--- src/rtl/tpg_pkg.sv ---
// Shared types for the target parity error reporter.
// Assumes: only one access in flight at a time.
package tpg_pkg;

    // Termination sequencer states
    typedef enum logic [2:0] {
        SEQ_IDLE,
        SEQ_DECODE,
        SEQ_WAIT,
        SEQ_DATA,
        SEQ_RETRY
    } seq_state_t;

    // Error pin driver states: released, driving low, driving high before release
    typedef enum logic [1:0] {
        PE_REL,
        PE_LOW,
        PE_HIGH
    } perr_state_t;

endpackage

--- src/rtl/tpg_addr_check.sv ---
// Address parity checker.
// Registers the parity of the address phase bus values. On the next clock it
// compares that parity with par and raises a one-cycle error pulse.
// Assumes: bus_par is the XOR of ad and cbe_n on the current clock.
module tpg_addr_check (
    input  logic clk,
    input  logic rst_n,
    input  logic addr_phase,
    input  logic bus_par,
    input  logic par,
    output logic addr_perr
);

    logic apar_q;
    logic pend_q;

    // Capture address parity and arm the check for the following clock
    always_ff @(posedge clk) begin
        if (!rst_n) begin
            apar_q <= 1'b0;
            pend_q <= 1'b0;
        end else begin
            apar_q <= bus_par;
            pend_q <= addr_phase;
        end
    end

    // Compare par one clock later and pulse the error flag
    always_ff @(posedge clk) begin
        if (!rst_n) begin
            addr_perr <= 1'b0;
        end else begin
            addr_perr <= pend_q & (par ^ apar_q);
        end
    end

endmodule

--- src/rtl/tpg_term_seq.sv ---
// Termination sequencer.
// Claims each access with medium decode timing, inserts WAIT_STATES wait
// cycles, and then completes the phase with TRDY# or ends it with STOP#
// (retry). A refuse input, raised once parity has been reported early,
// overrides retry and forces completion.
// Assumes: WAIT_STATES >= 1; single data phase per access.
module tpg_term_seq #(
    parameter int WAIT_STATES = 4
) (
    input  logic                clk,
    input  logic                rst_n,
    input  logic                frame_n,
    input  logic                irdy_n,
    input  logic                cmd_wr,
    input  logic                ready_req,
    input  logic                retry_req,
    input  logic                refuse,
    output tpg_pkg::seq_state_t state,
    output logic                addr_phase,
    output logic                is_write,
    output logic                devsel_n,
    output logic                trdy_n,
    output logic                stop_n
);
    import tpg_pkg::*;

    localparam int CNT_W = (WAIT_STATES > 1) ? $clog2(WAIT_STATES) : 1;
    localparam logic [CNT_W-1:0] CNT_LAST = CNT_W'(WAIT_STATES - 1);

    logic [CNT_W-1:0] cnt_q;
    logic             decide;
    logic             xfer;
    logic             abandon;

    // Decode phase qualifiers from the current state and bus
    always_comb begin
        addr_phase = (state == SEQ_IDLE) && !frame_n && irdy_n;
        decide     = (state == SEQ_WAIT) && (cnt_q == CNT_LAST);
        xfer       = (state == SEQ_DATA) && !irdy_n;
        abandon    = frame_n && irdy_n;
    end

    // Advance the sequencer and the wait counter
    always_ff @(posedge clk) begin
        if (!rst_n) begin
            state    <= SEQ_IDLE;
            cnt_q    <= '0;
            is_write <= 1'b0;
        end else begin
            case (state)
                SEQ_IDLE: begin
                    if (addr_phase) begin
                        state    <= SEQ_DECODE;
                        is_write <= cmd_wr;
                    end
                end
                SEQ_DECODE: begin
                    state <= SEQ_WAIT;
                    cnt_q <= '0;
                end
                SEQ_WAIT: begin
                    if (abandon) begin
                        state <= SEQ_IDLE;
                    end else if (!decide) begin
                        cnt_q <= cnt_q + 1'b1;
                    end else if (refuse) begin
                        state <= SEQ_DATA;
                    end else if (retry_req) begin
                        state <= SEQ_RETRY;
                    end else if (ready_req) begin
                        state <= SEQ_DATA;
                    end
                end
                SEQ_DATA: begin
                    if (xfer) begin
                        state <= SEQ_IDLE;
                    end
                end
                SEQ_RETRY: begin
                    if (frame_n) begin
                        state <= SEQ_IDLE;
                    end
                end
                default: state <= SEQ_IDLE;
            endcase
        end
    end

    // Drive the target control pins from the state
    always_comb begin
        devsel_n = !((state == SEQ_WAIT) || (state == SEQ_DATA) || (state == SEQ_RETRY));
        trdy_n   = (state != SEQ_DATA);
        stop_n   = (state != SEQ_RETRY);
    end

endmodule

--- src/rtl/tpg_perr_ctl.sv ---
// Data parity checker and PERR# driver.
// Checks write data parity on transfers (normal report, two clocks after the
// transfer) and, if EARLY_EN is set, while the master waits with IRDY#
// during target wait states (early report). An early report sets a
// commitment that makes the sequencer refuse retry. Early reports are
// suppressed once the phase has entered retry.
// Assumes: ad, cbe_n and par stay stable while irdy_n is low.
module tpg_perr_ctl #(
    parameter bit EARLY_EN = 1'b1
) (
    input  logic                clk,
    input  logic                rst_n,
    input  tpg_pkg::seq_state_t state,
    input  logic                is_write,
    input  logic                irdy_n,
    input  logic                trdy_n,
    input  logic                bus_par,
    input  logic                par,
    input  logic                clr_status,
    output logic                refuse,
    output logic                perr_n,
    output logic                perr_oe,
    output logic                status_dpe
);
    import tpg_pkg::*;

    perr_state_t pst_q;
    logic        dpar_q;
    logic        xfer_q;
    logic        early_q;
    logic        committed_q;
    logic        xfer_now;
    logic        mism;
    logic        normal_hit;
    logic        early_hit;
    logic        phase_ok;

    // Identify a write transfer on this clock
    always_comb begin
        xfer_now = is_write && !irdy_n && !trdy_n;
        phase_ok = (state == SEQ_WAIT) || (state == SEQ_DATA);
    end

    // Remember data parity and whether a transfer happened
    always_ff @(posedge clk) begin
        if (!rst_n) begin
            dpar_q <= 1'b0;
            xfer_q <= 1'b0;
        end else begin
            dpar_q <= bus_par;
            xfer_q <= xfer_now;
        end
    end

    generate
        if (EARLY_EN) begin : g_early
            // Arm an early check while the master waits in a target wait state
            always_ff @(posedge clk) begin
                if (!rst_n) begin
                    early_q <= 1'b0;
                end else begin
                    early_q <= is_write && !irdy_n && (state == SEQ_WAIT);
                end
            end
        end else begin : g_no_early
            assign early_q = 1'b0;
        end
    endgenerate

    // Evaluate parity against the delayed par sample
    always_comb begin
        mism       = par ^ dpar_q;
        normal_hit = xfer_q && mism;
        early_hit  = early_q && mism && phase_ok && !committed_q;
        refuse     = committed_q || early_hit;
    end

    // Track the commitment to finish the phase after an early report
    always_ff @(posedge clk) begin
        if (!rst_n) begin
            committed_q <= 1'b0;
        end else if ((state == SEQ_IDLE) || xfer_now) begin
            committed_q <= 1'b0;
        end else if (early_hit) begin
            committed_q <= 1'b1;
        end
    end

    // Step the pin driver: low on error, high for one clock, then release
    always_ff @(posedge clk) begin
        if (!rst_n) begin
            pst_q <= PE_REL;
        end else if (normal_hit || early_hit) begin
            pst_q <= PE_LOW;
        end else begin
            case (pst_q)
                PE_LOW:  pst_q <= committed_q ? PE_LOW : PE_HIGH;
                PE_HIGH: pst_q <= PE_REL;
                default: pst_q <= PE_REL;
            endcase
        end
    end

    // Keep the sticky status bit; a new error wins over clear
    always_ff @(posedge clk) begin
        if (!rst_n) begin
            status_dpe <= 1'b0;
        end else if (normal_hit || early_hit) begin
            status_dpe <= 1'b1;
        end else if (clr_status) begin
            status_dpe <= 1'b0;
        end
    end

    // Map the driver state onto the pin and its enable
    always_comb begin
        perr_n  = (pst_q != PE_LOW);
        perr_oe = (pst_q != PE_REL);
    end

endmodule

--- src/rtl/tgt_parity_guard.sv ---
// Top: target-side parity checker with termination sequencer.
// Computes bus parity once and shares it between the address checker and
// the data parity reporter. The sequencer decides between completion and
// retry, taking into account whether an early error report has been made.
// Assumes: WAIT_STATES >= 1.
module tgt_parity_guard #(
    parameter int AD_W        = 32,
    parameter int BE_W        = 4,
    parameter int WAIT_STATES = 4,
    parameter bit EARLY_EN    = 1'b1
) (
    input  logic            clk,
    input  logic            rst_n,
    input  logic            frame_n,
    input  logic            irdy_n,
    input  logic [AD_W-1:0] ad,
    input  logic [BE_W-1:0] cbe_n,
    input  logic            par,
    input  logic            ready_req,
    input  logic            retry_req,
    input  logic            clr_status,
    output logic            devsel_n,
    output logic            trdy_n,
    output logic            stop_n,
    output logic            perr_n,
    output logic            perr_oe,
    output logic            addr_perr,
    output logic            status_dpe
);
    import tpg_pkg::*;

    seq_state_t state;
    logic       bus_par;
    logic       addr_phase;
    logic       is_write;
    logic       refuse;

    // Even parity contribution of the current ad and cbe_n values
    always_comb begin
        bus_par = ^{ad, cbe_n};
    end

    tpg_addr_check u_addr (
        .clk        (clk),
        .rst_n      (rst_n),
        .addr_phase (addr_phase),
        .bus_par    (bus_par),
        .par        (par),
        .addr_perr  (addr_perr)
    );

    tpg_term_seq #(
        .WAIT_STATES (WAIT_STATES)
    ) u_seq (
        .clk        (clk),
        .rst_n      (rst_n),
        .frame_n    (frame_n),
        .irdy_n     (irdy_n),
        .cmd_wr     (cbe_n[0]),
        .ready_req  (ready_req),
        .retry_req  (retry_req),
        .refuse     (refuse),
        .state      (state),
        .addr_phase (addr_phase),
        .is_write   (is_write),
        .devsel_n   (devsel_n),
        .trdy_n     (trdy_n),
        .stop_n     (stop_n)
    );

    tpg_perr_ctl #(
        .EARLY_EN (EARLY_EN)
    ) u_perr (
        .clk        (clk),
        .rst_n      (rst_n),
        .state      (state),
        .is_write   (is_write),
        .irdy_n     (irdy_n),
        .trdy_n     (trdy_n),
        .bus_par    (bus_par),
        .par        (par),
        .clr_status (clr_status),
        .refuse     (refuse),
        .perr_n     (perr_n),
        .perr_oe    (perr_oe),
        .status_dpe (status_dpe)
    );

endmodule

--- config.mk ---
export PLATFORM = sky130hd
export DESIGN_NAME = tgt_parity_guard
export DESIGN_NICKNAME = d
export VERILOG_FILES = /design/src/rtl/tpg_pkg.sv /design/src/rtl/tpg_addr_check.sv /design/src/rtl/tpg_term_seq.sv /design/src/rtl/tpg_perr_ctl.sv /design/src/rtl/tgt_parity_guard.sv
export SDC_FILE = /design/constraint.sdc
export NUM_CORES = 1
export LEC_CHECK = 0
export ABC_CLOCK_PERIOD_IN_PS = 4000
export BUFFER_PORTS_ARGS = -buffer_cell sky130_fd_sc_hd__buf_2
export CAP_MARGIN = 20
export CORE_ASPECT_RATIO = 0.7
export CORE_MARGIN = 3
export CORE_UTILIZATION = 49
export DETAILED_ROUTE_END_ITERATION = 8
export PLACE_DENSITY = 0.89
export SLEW_MARGIN = 30
export SYNTH_ARGS = -nofsm -noshare
export SYNTH_HDL_FRONTEND = slang
export SYNTH_SLANG_ARGS = --single-unit
--- constraint.sdc ---
create_clock -name clk -period 4 [get_ports clk]
set_clock_uncertainty 0.2 [all_clocks]
set_input_delay 0.4 -clock clk [delete_from_list [all_inputs] [get_ports clk]]
set_output_delay 0.4 -clock clk [all_outputs]
set_load 0.05 [all_outputs]
---- Word-level counts from Yosys, hierarchy flattened ----
Index checks and enable logic that the tools add are counted.
storage, ports and cells
  input bits .............................. 44
  bits in read-only memories .............. 0
  latch bits .............................. 0
  memories kept ........................... 0
  RAM bits ................................ 0
  output and inout bits ................... 7
  register bits after elaboration ......... 15
operators by class
  $mul .................................... 0
  equal/unequal tests ..................... 16
  shift-type cells ........................ 0
  add/subtract/negate cells ............... 1
  bitwise operators ....................... 4
  order comparisons ....................... 0
  div/mod/pow operators ................... 0
  reduce and logical (&&, ||, !) cells .... 32
  mux-type cells .......................... 17
operator list
  operator               count
  $reduce_xor A36 Y1     1
  $mux W3                8
  $pmux W3 S5            1
  $logic_and A1 B1 Y1    12
  $ne A2 B2 Y1 const B   5
  $eq A3 B2 Y1 const B   2
  $mux W2                3
  $ne A3 B3 Y1 const B   2
  $reduce_bool A2 Y1     3
  $logic_not A1 Y1       5
  $logic_or A1 B1 Y1     5
  $ne A5 B5 Y1 const B   1
  $reduce_and A5 Y1      1
  $mux W1                4
  $pmux W2 S2            1
  $eq A3 B1 Y1 const B   1
  $eq A3 B3 Y1 const B   1
  $logic_not A3 Y1       1
  $ne A3 B2 Y1 const B   1
  $reduce_and A3 Y1      1
  $reduce_or A3 Y1       1
  $add A2 B1 Y2 const B  1
  $eq A2 B1 Y1 const B   1
  $eq A2 B2 Y1 const B   1
  other kinds (6)        7

---- Logic depth before layout (Yosys ltp) ----
Gate-level depths: netlist of run 1.
  word-level depth ........................ 9
  gate-level depth with buffers ........... 6

---- Modules after synthesis ----
From an unflattened synthesis of run 1, not the netlist that was laid out.
unflattened totals
  cells, all modules ...................... 116
  area total of the unflattened synthesis .. 1101.1 um^2
modules (own cells, without submodules)
  module            area an instance (um^2)  cells an instance  instances  seq. area each (um^2)
  tpg_term_seq      422.9                    46                 1          120.1
  tgt_parity_guard  311.5                    34                 1          0.0
  tpg_perr_ctl      279.0                    29                 1          140.1
  tpg_addr_check    87.6                     7                  1          60.1

---- Worst setup path before layout of run 1 ----
OpenSTA, ideal clock, no wires.
  path kind ............................... flip-flop to output port
  start ................................... register u_seq.state[0]
  end ..................................... output devsel_n
  required time ........................... 3.400 ns
  arrival time ............................ 1.409 ns
  cell stages (with the launch flop) ...... 4
  buffers on the path ..................... 1
  path slack .............................. 1.991 ns
  path through ............................ dfxtp_1 > buf_2 > nor2_1 > a21oi_1
between the ends
  word-level cells in the longest chain between the ends .. 4
  elaborated cells between the ends (all ways) .. 6
  classes of those cells .................. 3 x eq/ne; 3 x reduce/logical
RTL lines
  element                 line                    source
  from (decl)             tpg_term_seq.sv:18      output tpg_pkg::seq_state_t state,
  from (signal assigned)  tpg_term_seq.sv:46      state <= SEQ_IDLE;
  from (signal assigned)  tpg_term_seq.sv:53      state <= SEQ_DECODE;
  from (signal assigned)  tpg_term_seq.sv:58      state <= SEQ_WAIT;
  $eq A3 B2 Y1            tpg_term_seq.sv:91      devsel_n = !((state == SEQ_WAIT) || (state == SEQ_DATA) || (state == SEQ_RETRY));
  $logic_or A1 B1 Y1      tpg_term_seq.sv:91
  $logic_or A1 B1 Y1 (*)  tpg_term_seq.sv:91
  $logic_not A1 Y1 (*)    tpg_term_seq.sv:91
  to (decl)               tgt_parity_guard.sv:22  output logic devsel_n,
Every way passes the cells marked *; elsewhere a longest branch is shown, timed or not.

---- Worst setup path in the final report of run 1 ----
  start ................................... register u_seq.state[1]
  end ..................................... output trdy_n
between the ends
  word-level cells in the longest chain between the ends .. 1
RTL lines
  element       line                    source
  $ne A3 B2 Y1  tpg_term_seq.sv:92      trdy_n = (state != SEQ_DATA);
  to (decl)     tgt_parity_guard.sv:23  output logic trdy_n,
Every way passes these cells.

==> results.toml, run 1 <==
[cells_and_area]
synthToLayoutAreaGrowth_pct = 26.5
postLayoutCoreUtil_pct = 69.8
drive_gt1_share_pct = 33.1
fill_cells = 160
final_nets = 218
n_antenna_cell = 0
multi_input_area_um2 = 743
layout.cells.non_filler = 202
seq_area_um2 = 300

[sta]
grt_setup_unrepaired = "false"
relSlewSlack_pct = 68.1
setup_viol = 0
period_minus_slack_ns = 2.28
timing.hold.ws_ns = 0.158
fmax_ghz = 0.439
slew_viol_final = 0
min_period_over_period_pct = 57.0
worstMarginPinSlew_ns = 0.475
finalSetupTns_ns = 0
hold_viol_final = 0

[detailed_routing]
num_vias = 1096
drc_errors = 0
drt-total-wl_um = 2720
drt_pre_antenna_iters = 4
first_iter_violations = 74
vias_per_cell = 5.43
wl_per_cell_um = 13.5
postRouteAntennaNets = 0

[floorplanning]
die_h_um = 45.4
fp.coreArea_um2 = 1970
rows = 13
initial_core_util_pct = 55.2
die_area_um2 = 2830
io_pins = 51
chipWidth_um = 62.3

[synth]
yosysMostFrequentCell = "xnor2_1"
ys_top_cells_by_count = "xnor2_1, dfxtp_1, nand2_1"
synth.cell_area_um2 = 1090
muxShareOfSynthArea_pct = 1.84
synth_nets = 167
ys_top_cells_by_area = "dfxtp_1, xnor2_1, xnor3_1, xor2_1, nand2_1"
synth_top_area_share_pct = 27.6
synth_compound_area_share_pct = 13.8
synthAdderAreaFrac_pct = 1.15
ys_ff_latch = 15
ys_seq_area_share_pct = 27.6
async_flop_share_pct = 0
synth_top_family_by_area = "XOR/XNOR gates"
synth_xor_area_share_pct = 29.8
yosysTopAreaCell = "dfxtp_1"
ys.warnings.count = 0
ys_types = 43
synth-edff-count = 0
post_synth.cell_area_avg_um2 = 8.90
netlist_instances = 122
yosys.area_share.simple_pct = 21.8
synth-main-ff-cell = "dfxtp_1"

[clock_network]
hold_buffers = 0
postCtsSetupRepairBufs = 0
cts.reportedPaths.clkPinSlew_ns = 0.09
clk_latency_ns = 0.29
clockBufferDepth = 2
numCtsBuffers = 3
cts_tree = "built"
cts_resized = 0
cts-root-buf = "clkbuf_4"
clock_sink_count = 15
htree_levels = 1

[global_route]
grt_use_met1_pct = 20.6
grt_pass1_wl_um = 4280
grt_max_degree = 15
grt_pass1_vias = 1009
met2_usage_pct = 40.0
grt.met3_usage_pct = 6.42
globalRoute.totalOverflow = 0
busiest_layer = "met2"
antenna_found_initial = 0
grt_use_total_pct = 19.8

[place]
dp.final_hpwl_um = 2310
dp.cells = 198
routabilityCongestion = 0.867
port-buffer-count = 50

[power]
total_power_mw = 0.654
leakagePower_nw = 0.600
p_per_area_nw_per_um2 = 476
ir_worst_vdd_mv = 0.208

[worst_setup_path]
critPathLaunchType = "flop"
cp_max_fo = 11
critPathArrivalTime_ns = 1.68
worst-setup-path-type = "flop to primary output"
cp.required_ns = 3.40
end_kind = "primary output"

[hold_path]
hp-class = "primary input to flop"

[outcome]
status = "complete, no violations"

[flow_run]
maxCapViolCount = 0
[through the flow]
step	setup slack [ns]	instance area, um^2
CTS	1.74	1370
finish	1.72	1370
global placement	2.07	1350
global route	1.56	1370
detailed placement	1.96	1350
floorplan	1.99	1090
[per-layer routing]
layer	vias to the layer above	part of all wire, %
met4	0	0.66
met2	66	54
met1	493	34
met5	-	0
met3	4	11
li1	533	-
[report_power, final]
part / switching, mW / total, mW / leakage, nW / internal (mW)
clock network: 0.0505 / 0.0877 / 0.0177 / 0.0372
registers: 0.0438 / 0.216 / 0.122 / 0.172
logic: 0.189 / 0.350 / 0.461 / 0.162
total: 0.283 / 0.654 / 0.600 / 0.371
[critical path, cell delays in order (launching register included)]
cell and delay [ns]:
dfxtp_1 0.53, nor2b_1 0.41, nand2_1 0.19, buf_2 0.26
[path summary, 6_finish.rpt]
path	cells past startpoint	from	end	slack, ns
setup / recovery	3	u_seq.state[1]	trdy_n	1.72
hold / removal	3	clr_status	u_perr.status_dpe	0.16
setup reg to reg	5	u_seq.state[2]	u_seq.state[0]	1.90
hold reg to reg	1	u_addr.pend_q	u_addr.addr_perr	0.26
[layout by cell type (no fill, tap or decap), types with 2 or more instances in the layout]
master / count
buf_2: 50
xnor2_1: 25
dfxtp_1: 15
nand2_1: 10
a21oi_1: 7
nor2_1: 5
xor2_1: 5
nor2b_1: 4
inv_1: 3
nor3b_1: 3
nand3_1: 3
clkbuf_4: 3
nor3_1: 2
nor4_1: 2
nor4b_1: 2
a211oi_1: 2
nand2b_1: 2
o221ai_1: 2
o22ai_1: 2
xnor3_1: 2
mux2i_1: 2
[sequential cells by signal (all words and copies together) (netlist names)]
| name | flops |
|---|---|
| u_perr.status_dpe | 1 |
| u_seq.is_write | 1 |
| u_seq.cnt_q | 2 |
| u_perr.pst_q | 2 |
| u_perr.committed_q | 1 |
| u_perr.xfer_q | 1 |
| u_addr.pend_q | 1 |
| u_perr.dpar_q | 1 |
| u_addr.addr_perr | 1 |
| u_perr.early_q | 1 |
| u_seq.state | 3 |
[final cells by class]
type / instances / share of cell area, %
Clock inverter: 1 / 0.364
Timing Repair Buffer: 50 / 18.2
Multi-Input combinational cell: 99 / 54.1
Inverter: 4 / 1.09
Tap cell: 30 / 2.73
Clock buffer: 3 / 1.64
Sequential cell: 15 / 21.9
[logic make-up after synthesis]
family | Yosys count
xor+xnor | 33
mux | 2
flops | 15
fa+ha+maj | 1
compound gates | 21
buf+inv | 8
simple gates | 42
Note: power is estimated with default switching activity, not from simulation.
==> run 2: changes to the inputs <==
--- a/config.mk
+++ b/config.mk
@@ -5,14 +5,14 @@
 export SDC_FILE = /design/constraint.sdc
 export NUM_CORES = 1
 export LEC_CHECK = 0
-export ABC_CLOCK_PERIOD_IN_PS = 4000
+export ABC_CLOCK_PERIOD_IN_PS = 1850
 export BUFFER_PORTS_ARGS = -buffer_cell sky130_fd_sc_hd__buf_2
 export CAP_MARGIN = 20
 export CORE_ASPECT_RATIO = 0.7
 export CORE_MARGIN = 3
-export CORE_UTILIZATION = 49
+export CORE_UTILIZATION = 41
 export DETAILED_ROUTE_END_ITERATION = 8
-export PLACE_DENSITY = 0.89
+export PLACE_DENSITY = 0.8
 export SLEW_MARGIN = 30
 export SYNTH_ARGS = -nofsm -noshare
 export SYNTH_HDL_FRONTEND = slang
==> constraint.sdc (replaced) <==
create_clock -name clk -period 1.85 [get_ports clk]
set_clock_uncertainty 0.2 [all_clocks]
set_input_delay 0.185 -clock clk [delete_from_list [all_inputs] [get_ports clk]]
set_output_delay 0.185 -clock clk [all_outputs]
set_load 0.05 [all_outputs]
==> run 2 against run 1 <==
Routed wire length up 1.2%. Setup slack worse by 1.6 ns. Cell count up 4.5%. Cell area up 7.0%. Flip-flop and latch count unchanged. Via count down 1.5%. Non-clock buffer count up 7. Combinational power up 140%. Register-to-register slack worse by 1.8 ns. Critical endpoint is now u_seq.state[0].
==> results.toml, run 2 (same netlist as run 1, synthesis figures left out) <==
[floorplanning]
chipWidth_um = 67.5
io_pins = 51
initial_core_util_pct = 46.6
die_area_um2 = 3310
die_h_um = 49.1
rows = 14
fp.coreArea_um2 = 2330

[worst_setup_path]
cp.required_ns = 1.79
worst-setup-path-type = "flop to flop"
critPathArrivalTime_ns = 1.72
critPathLaunchType = "flop"
cp_max_fo = 3
end_kind = "flop"

[detailed_routing]
drt-total-wl_um = 2750
drt_pre_antenna_iters = 4
postRouteAntennaNets = 0
drc_errors = 0
num_vias = 1080
wl_per_cell_um = 13.0
first_iter_violations = 69
vias_per_cell = 5.12

[clock_network]
cts-root-buf = "clkbuf_8"
cts_tree = "built"
htree_levels = 1
clk_latency_ns = 0.25
clockBufferDepth = 2
clock_sink_count = 15
cts.reportedPaths.clkPinSlew_ns = 0.06
postCtsSetupRepairBufs = 0
numCtsBuffers = 3

[place]
place_area_um2 = 1390
routabilityCongestion = 0.983
dp.cells = 206
port-buffer-count = 50
dp.final_hpwl_um = 2240

[cells_and_area]
regMostFlops = "u_seq.state"
top_regs = "u_seq.state: 3 flops, u_perr.pst_q: 2 flops, u_seq.cnt_q: 2 flops"
n_antenna_cell = 0
most-common-layout-cells = "buf_2, xnor2_1, dfxtp_1"
layout.cells.non_filler = 211
synthToLayoutAreaGrowth_pct = 35.4
postLayoutCoreUtil_pct = 63.1
final_nets = 225
final_common_cell = "buf_2"
fill_cells = 203
largest_reg_flops = 3
fin_area_um2 = 1470
drive_gt1_share_pct = 38.5

[global_route]
grt_pass1_vias = 1054
antenna_found_initial = 0
globalRoute.totalOverflow = 0
grt_pass1_wl_um = 4540
grt_max_degree = 12
grt_use_total_pct = 17.8

[sta]
setup_viol = 0
slew_viol_final = 0
hold_viol_final = 0
min_period_over_period_pct = 96.1
relSlewSlack_pct = 62.6
period_minus_slack_ns = 1.78
fmax_ghz = 0.563
worstMarginPinSlew_ns = 0.557

[power]
ir_worst_vdd_mv = 0.367
p_per_area_nw_per_um2 = 1070
leakagePower_nw = 0.639

[hold_path]
hp-class = "primary input to flop"

[outcome]
status = "complete, no violations"

[flow_run]
maxCapViolCount = 0
-- run 2: routing by layer --
layer  GRT usage [%]  wire, um
met5               0         0
met4            7.07        44
met3            4.61       186
met2            29.9      1400
met1            21.3      1120
-- run 2: final cells by class --
| cell class | count | area, um^2 | area share [%] |
|---|---|---|---|
| Inverter | 4 | 15.0 | 1.02 |
| Sequential cell | 15 | 304 | 20.7 |
| Multi-Input combinational cell | 99 | 761 | 51.7 |
| Tap cell | 32 | 40.0 | 2.72 |
| Clock buffer | 4 | 45.0 | 3.06 |
| Timing Repair Buffer | 57 | 305 | 20.8 |
-- run 2: path summary, 6_finish.rpt --
kind              slack [ns]           start                to  cells past startpoint
hold reg to reg         0.27   u_addr.pend_q  u_addr.addr_perr                      1
setup reg to reg        0.07  u_seq.cnt_q[0]    u_seq.state[0]                      6
setup / recovery        0.07  u_seq.cnt_q[0]    u_seq.state[0]                      6
hold / removal          0.02        cbe_n[0]    u_seq.is_write                      3
-- run 2: critical path: stages (launching register included) --
cell      delay [ns]
dfxtp_1         0.36
ha_2            0.22
nor4_1          0.05
a211oi_1        0.22
nand3_1         0.12
or3_1           0.37
o211a_1         0.14
-- run 2: power by group --
group,total (mW),internal (mW),switching (mW)
clock network,0.270,0.153,0.117
logic,0.839,0.403,0.435
registers,0.462,0.380,0.0821
-- run 2: per-stage QoR --
stage          setup slack (ns)  setup TNS (ns)  hold slack (ns)  power (mW)
3_3_place_gp             0.0998               0            0.250        1.25
5_1_grt                 -0.0146         -0.0242           0.0336        1.67
3_5_place_dp            -0.0463         -0.0463            0.257        1.27
4_1_cts                  0.0368               0           0.0148        1.56
2_1_floorplan            0.0560               0            0.107        1.07
6_report                 0.0724               0           0.0186        1.57
-- run 2: what timing repair did --
action                                  in CTS  in global routing
endpoints found under the setup margin       2                  3
pin swaps                                    0                  3
endpoints found under the hold margin        1                  0
resized for setup                            4                  3
hold buffers                                 1                  0
